<file path="config.mk">
export PLATFORM = sky130hd
export DESIGN_NAME = par_lane_serializer
export DESIGN_NICKNAME = d
export VERILOG_FILES = /design/src/rtl/sfs_pkg.sv /design/src/rtl/sfs_slot_counter.sv /design/src/rtl/sfs_frame_latch.sv /design/src/rtl/sfs_lane_mux.sv /design/src/rtl/par_lane_serializer.sv
export SDC_FILE = /design/constraint.sdc
export NUM_CORES = 1
export LEC_CHECK = 0
export BUFFER_PORTS_ARGS = -buffer_cell sky130_fd_sc_hd__buf_2
export CORE_ASPECT_RATIO = 0.75
export CORE_MARGIN = 10
export CORE_UTILIZATION = 23
export CTS_CLUSTER_SIZE = 14
export DETAILED_ROUTE_END_ITERATION = 8
export GPL_TIMING_DRIVEN = 0
export PLACE_DENSITY = 0.37
export REMOVE_ABC_BUFFERS = 1
export SYNTH_ARGS = -nofsm -noshare
export SYNTH_HDL_FRONTEND = slang
export SYNTH_SLANG_ARGS = --single-unit
</file>
<file path="constraint.sdc">
create_clock -name clk -period 3.09 [get_ports clk]
set_clock_uncertainty 0.15 [all_clocks]
set_input_delay 0.618 -clock clk [delete_from_list [all_inputs] [get_ports clk]]
set_output_delay 0.618 -clock clk [all_outputs]
set_load 0.01 [all_outputs]
</file>
<file path="src/rtl/sfs_pkg.sv">
package sfs_pkg;

  // Which part of a frame a slot belongs to
  typedef enum logic [1:0] {
    PH_DATA  = 2'd0,  // own channel data bit
    PH_PAR   = 2'd1,  // own channel parity bit
    PH_SPLIT = 2'd2   // shared fourth-channel bits
  } slot_phase_e;

  function automatic slot_phase_e phase_of(input int unsigned slot,
                                           input int unsigned sample_w);
    if (slot < sample_w)
      return PH_DATA;
    else if (slot == sample_w)
      return PH_PAR;
    else
      return PH_SPLIT;
  endfunction

endpackage

</file>
<file path="src/rtl/sfs_slot_counter.sv">
module sfs_slot_counter #(
  parameter int SLOTS = 12,
  parameter int CNT_W = 4
) (
  input  logic             clk,
  input  logic             rst,
  output logic [CNT_W-1:0] slot,
  output logic             last
);

  assign last = (slot == CNT_W'(SLOTS - 1));

  // Reset parks on the last slot so the first free edge performs a capture
  always_ff @(posedge clk) begin
    if (rst)
      slot <= CNT_W'(SLOTS - 1);
    else if (last)
      slot <= '0;
    else
      slot <= slot + 1'b1;
  end

endmodule

</file>
<file path="src/rtl/sfs_frame_latch.sv">
module sfs_frame_latch #(
  parameter int SAMPLE_W = 8,
  parameter int CHANS    = 4
) (
  input  logic                      clk,
  input  logic                      rst,
  input  logic                      load,
  input  logic [CHANS*SAMPLE_W-1:0] smp_in,
  output logic [CHANS*SAMPLE_W-1:0] smp_q,
  output logic [CHANS-1:0]          par_q
);

  always_ff @(posedge clk) begin
    if (rst) begin
      smp_q <= '0;
      par_q <= '0;
    end else if (load) begin
      smp_q <= smp_in;
      for (int c = 0; c < CHANS; c++)
        par_q[c] <= ~^smp_in[c*SAMPLE_W +: SAMPLE_W];  // odd parity
    end
  end

endmodule

</file>
<file path="src/rtl/sfs_lane_mux.sv">
module sfs_lane_mux #(
  parameter int SAMPLE_W = 8,
  parameter int LANES    = 3,
  parameter int CNT_W    = 4
) (
  input  logic                          clk,
  input  logic                          rst,
  input  logic [CNT_W-1:0]              slot,
  input  logic                          start_in,
  input  logic [(LANES+1)*SAMPLE_W-1:0] smp_q,
  input  logic [LANES:0]                par_q,
  output logic [LANES-1:0]              lane_q,
  output logic                          frame_start_q,
  output logic                          fwd_en_q
);
  import sfs_pkg::*;

  localparam int WORD_W = SAMPLE_W + 1;
  localparam int SPLIT  = WORD_W / LANES;
  localparam int IDX_W  = $clog2(SAMPLE_W);
  localparam int TW_W   = $clog2(WORD_W);

  logic [WORD_W-1:0] tail_word;
  logic [LANES-1:0]  lane_d;

  assign tail_word = {par_q[LANES], smp_q[LANES*SAMPLE_W +: SAMPLE_W]};

  for (genvar l = 0; l < LANES; l++) begin : g_lane
    logic [SAMPLE_W-1:0] own;
    logic [TW_W-1:0]     tidx;
    logic                bit_d;

    assign own  = smp_q[l*SAMPLE_W +: SAMPLE_W];
    assign tidx = TW_W'(l * SPLIT) + TW_W'(slot - CNT_W'(WORD_W));

    always_comb begin
      case (phase_of(32'(slot), SAMPLE_W))
        PH_DATA:  bit_d = own[slot[IDX_W-1:0]];
        PH_PAR:   bit_d = par_q[l];
        PH_SPLIT: bit_d = tail_word[tidx];
        default:  bit_d = 1'b0;
      endcase
    end

    assign lane_d[l] = bit_d;
  end

  always_ff @(posedge clk) begin
    if (rst) begin
      lane_q        <= '0;
      frame_start_q <= 1'b0;
      fwd_en_q      <= 1'b0;
    end else begin
      lane_q        <= lane_d;
      frame_start_q <= start_in;
      fwd_en_q      <= 1'b1;
    end
  end

endmodule

</file>
<file path="src/rtl/par_lane_serializer.sv">
module par_lane_serializer #(
  parameter int SAMPLE_W = 8
) (
  input  logic                clk,
  input  logic                rst,
  input  logic [SAMPLE_W-1:0] smp_a,
  input  logic [SAMPLE_W-1:0] smp_b,
  input  logic [SAMPLE_W-1:0] smp_c,
  input  logic [SAMPLE_W-1:0] smp_d,
  output logic [2:0]          lane_q,
  output logic                clk_fwd,
  output logic                frame_start
);

  // Three data lanes serve four channels; the fourth is split across them
  localparam int LANES  = 3;
  localparam int CHANS  = LANES + 1;
  localparam int WORD_W = SAMPLE_W + 1;
  localparam int SLOTS  = WORD_W + WORD_W / LANES;
  localparam int CNT_W  = $clog2(SLOTS);

  logic [CNT_W-1:0]          slot_cnt;
  logic                      slot_last;
  logic [CHANS*SAMPLE_W-1:0] smp_bus;
  logic [CHANS*SAMPLE_W-1:0] smp_q;
  logic [CHANS-1:0]          par_q;
  logic                      fwd_en_q;

  assign smp_bus = {smp_d, smp_c, smp_b, smp_a};

  sfs_slot_counter #(.SLOTS(SLOTS), .CNT_W(CNT_W)) u_cnt (
    .clk  (clk),
    .rst  (rst),
    .slot (slot_cnt),
    .last (slot_last)
  );

  sfs_frame_latch #(.SAMPLE_W(SAMPLE_W), .CHANS(CHANS)) u_latch (
    .clk    (clk),
    .rst    (rst),
    .load   (slot_last),
    .smp_in (smp_bus),
    .smp_q  (smp_q),
    .par_q  (par_q)
  );

  sfs_lane_mux #(.SAMPLE_W(SAMPLE_W), .LANES(LANES), .CNT_W(CNT_W)) u_mux (
    .clk           (clk),
    .rst           (rst),
    .slot          (slot_cnt),
    .start_in      (slot_cnt == '0),
    .smp_q         (smp_q),
    .par_q         (par_q),
    .lane_q        (lane_q),
    .frame_start_q (frame_start),
    .fwd_en_q      (fwd_en_q)
  );

  // Enable changes at the rising edge while the inverted clock is low: no runt
  assign clk_fwd = fwd_en_q & ~clk;

endmodule

</file>
# Yosys cells after proc, flatten, opt, wreduce, memory -nomap -nowiden
# Cells that the tools add are included.
# classes
n_reduce_logical	7
muxes	19
n_eq_ne	4
bitwise_logic	2
n_lt_le_gt_ge	5
n_addsub	4
# op_table
operator	n
XNOR reduction 8 bit	4
< comparator 4 x 5 -> 1 bit, second input constant	3
binary-select mux 1 bit (select 4 bit)	3
binary-select mux 1 bit (select 3 bit)	3
case mux 1 bit (3 select lines)	3
equality test 4 bit, second input constant	2
2-to-1 mux 1 bit	7
adder 2 x 4 -> 4 bit, first input constant	1
adder 3 x 4 -> 4 bit, first input constant	1
adder 4 x 1 -> 4 bit, second input constant	1
logical NOT 4 bit	1
< comparator 3 x 4 -> 1 bit, second input constant	1
< comparator 4 bit, second input constant	1
2-to-1 mux 2 bit	2
2-to-1 mux 4 bit	1
subtractor 4 bit, second input constant	1
equality test 2 x 1 -> 1 bit, second input constant	1
equality test 2 bit, second input constant	1
logical NOT 2 bit	1
OR reduction 2 bit	1
bitwise AND 1 bit	1
inverter 1 bit	1
# word_totals
word_cells	48
regBits	45
output_inout_bits	5
in_bits	34

# Longest topological paths before layout
# depth
ltp_word	5
mapped_depth	11

# By module
# From an unflattened synthesis, not the netlist that was laid out.
# hier_totals
cells_unflattened	247
area_unflattened_um2	2547.4
# modules_own_cells
module	cells_each	n_inst	area_each_um2	seq_area_each_um2
sfs_frame_latch	145	1	1506.4	720.7
sfs_lane_mux	84	1	845.8	100.1
sfs_slot_counter	16	1	176.4	80.1
par_lane_serializer	2	1	18.8	0.0

==> flow_metrics.env <==
export IMPL_fin_ws_ns=0.271
export IMPL_p_leak_uw=0.00112
export IMPL_first_pass_iters=4
export IMPL_yosysTopAreaCell="dfxtp_1"
export IMPL_clkLatencyLatePin_ns=0.40
export IMPL_yosysMostFrequentCell="nand2_1"
export IMPL_clk_pin_slew_worst_paths_ns=0.06
export IMPL_place_ws_ns=-0.102
export IMPL_worst_pin_slew_ns=0.865
export IMPL_wl_per_cell_um=13.7
export IMPL_nets=345
export IMPL_end_kind="flop"
export IMPL_drt_vias_per_instance=4.38
export IMPL_path_max_fanout=11
export IMPL_num_rows=32
export IMPL_die_area_sq_mm=0.0149
export IMPL_final_area_sq_mm=0.00289
export IMPL_portBuffers=38
export IMPL_power_per_cell_area_mw_per_mm2=683
export IMPL_slew_headroom_pct=42.2
export IMPL_grt_total_usage_pct=8.50
export IMPL_ff2ff_path_depth=8
export IMPL_synth_top_area_share_pct=37.7
export IMPL_yosys_top_cells_count="nand2_1 (81), dfxtp_1 (45), a21oi_1 (40)"
export IMPL_syn_inst=277
export IMPL_synthFlopType="dfxtp_1"
export IMPL_antenna_found_initial=0
export IMPL_arrival_ns=2.97
export IMPL_max_freq_ghz=0.355
export IMPL_route_detailed_drc=0
export IMPL_cts_setup_buffers=0
export IMPL_grt_max_degree=42
export IMPL_finalNonFillerCells=443
export IMPL_antenna_cells=0
export IMPL_die_y_um=108
export IMPL_start_kind="flop"
export IMPL_fp_dieW_um=138
export IMPL_post_dp_cell_area_sq_mm=0.00267
export IMPL_synth_area_sq_mm=0.00239
export IMPL_gpl_final_weighted_congestion=0.709
export IMPL_ys_types=34
export IMPL_grt_pass1_wl_mm=9.80
export IMPL_dp_hpwl_mm=4.14
export IMPL_r2r_slack_ns=0.27
export IMPL_min_period_ns=2.82
export IMPL_drt_total_wl_mm=6.09
export IMPL_hp_class="flop to flop"
export IMPL_gr_total_overflow=0
export IMPL_pin_count=39
export IMPL_worstSetupPathType="flop to flop"
export IMPL_num_vias=1942
export IMPL_antenna_left=0
export IMPL_yosys_register_bits=45
export IMPL_finalCritPeriodShare_pct=91.2
export IMPL_total_power_uw=1970
export IMPL_yosys_warnings=0
export IMPL_min_delay_start="u_latch.smp_q[22]"
export IMPL_setup_viol=0
export IMPL_outcome="completed"
export IMPL_crit_end="u_mux.lane_q[2]"
export IMPL_vdd_drop_max_v=0.000215
export IMPL_initialDrtViolationCount=56
export IMPL_coreArea_sq_mm=0.0102
export IMPL_holdBufCountCts=0
export IMPL_dp_cells=433
export IMPL_drive_above_1_share_pct=18.6
export IMPL_finalHoldViolCount=0
export IMPL_drv_cap=0
export IMPL_tns_ns=0
export IMPL_async_flop_share_pct=0
export IMPL_synth_avg_cell_area_sq_um=8.63
export IMPL_ys_seq_area_share_pct=37.7
export IMPL_area_growth_pct=20.9
export IMPL_synth_edf_count=0
export IMPL_critPathRequiredTime_ns=3.24
export IMPL_r2r_end="u_mux.lane_q[2]"
export IMPL_rsz0062_at_grt="false"
export IMPL_grt_pass1_vias=1979
export IMPL_r2r_start="u_cnt.slot[1]"
export IMPL_synth_area_leaders="dfxtp_1 (38%), nand2_1 (13%), xnor2_1 (11%)"
export IMPL_finalMaxSlewViolations=0
export IMPL_floorplan_initialDensity_pct=23.4
export IMPL_fill_cells=1110
export IMPL_cts_tree="built"
export IMPL_cp_startpoint="u_cnt.slot[1]"
==> where the power goes <==
part	leakage (uW)	internal (uW)	total, uW	switching [uW]
clock	0.000113	488	734	246
combinational	0.000636	219	496	276
sequential	0.000369	662	745	83.1
==> how the worst min path moves through the flow <==
stage,end,slack (ns),cells past startpoint
after floorplan,u_latch.smp_q[13],0.28,2
after global placement,u_latch.smp_q[11],0.29,2
after detailed placement,u_latch.smp_q[22],0.30,2
after CTS,u_latch.smp_q[22],0.30,2
after global routing,u_latch.smp_q[6],0.32,3
final,u_latch.smp_q[22],0.30,2
==> per-layer routing <==
metal  track usage, %  up-vias  wire, um
met4             3.79        0        85
met5                0        -         0
met3             3.94       12       307
li1                 -     1009         -
met1             11.3      887      3300
met2             11.4       34      2400
==> registers in the layout (all words and copies together) (netlist names) <==
name / count
u_latch.par_q: 4
u_latch.smp_q: 32
u_cnt.slot: 4
u_mux.frame_start_q: 1
u_mux.fwd_en_q: 1
u_mux.lane_q: 3
==> metrics by stage <==
| step | utilization (%) | hold slack [ns] |
|---|---|---|
| after floorplan | - | 0.275 |
| after global placement | 26.1 | 0.291 |
| after detailed placement | 26.1 | 0.295 |
| after CTS | 28.3 | 0.304 |
| after global routing | 28.3 | 0.315 |
| final | 28.3 | 0.303 |
==> cell usage in the layout, fill, tap and decap left out, drive strengths merged <==
| cell type | n |
|---|---|
| xor2 | 2 |
| clkbuf | 9 |
| ha | 4 |
| a32oi | 1 |
| a221oi | 1 |
| a41oi | 1 |
| and3 | 2 |
| o21ai | 3 |
| inv | 4 |
| buf | 38 |
| clkinvlp | 1 |
| o21a | 1 |
| nand3 | 3 |
| o31ai | 1 |
| dfxtp | 45 |
| nand2 | 81 |
| nor3 | 2 |
| mux2 | 1 |
| or2 | 1 |
| a21oi | 41 |
| xnor2 | 31 |
| mux2i | 3 |
| a31oi | 5 |
| mux4 | 11 |
| nor2 | 6 |
| o311ai | 1 |
| nand4 | 2 |
| o32ai | 1 |
| nor2b | 3 |
| clkinv | 1 |
| o41ai | 1 |
==> layout make-up <==
cell class	count	area (sq um)	share of cell area [%]
clock buffer	10	219	7.57
clock inverter	1	7.51	0.260
inverter	5	18.8	0.649
sequential	45	905	31.3
multi-input combinational	209	1390	47.9
tap	136	170	5.88
timing repair buffer	37	185	6.40
==> kinds of logic after synthesis <==
logic type / after synthesis / synth area share [%]
XOR/XNOR: 33 / 12.1
AO/OA/AOI/OAI: 57 / 13.5
buffers and inverters: 23 / 4.55
multiplexers: 15 / 13.2
flip-flops: 45 / 37.7
AND/OR/NAND/NOR: 100 / 16.9
adder cells (fa/ha/maj): 4 / 2.09
==> worst max-delay path: stages (launching register included) <==
cell and delay [ns]:
dfxtp_1 0.68, inv_1 0.13, ha_1 0.34, xor2_1 0.33, ha_1 0.34, mux2i_1 0.14, o41ai_1 0.26, nor2_1 0.09
o32ai_1 0.26
==> timing repair <==
| item | CTS | global route |
|---|---|---|
| setup endpoints to repair | 1 | 1 |
| resized for setup | 1 | 1 |
| gates cloned | 0 | 0 |
No activity file was read; power rests on OpenSTA's default activity.
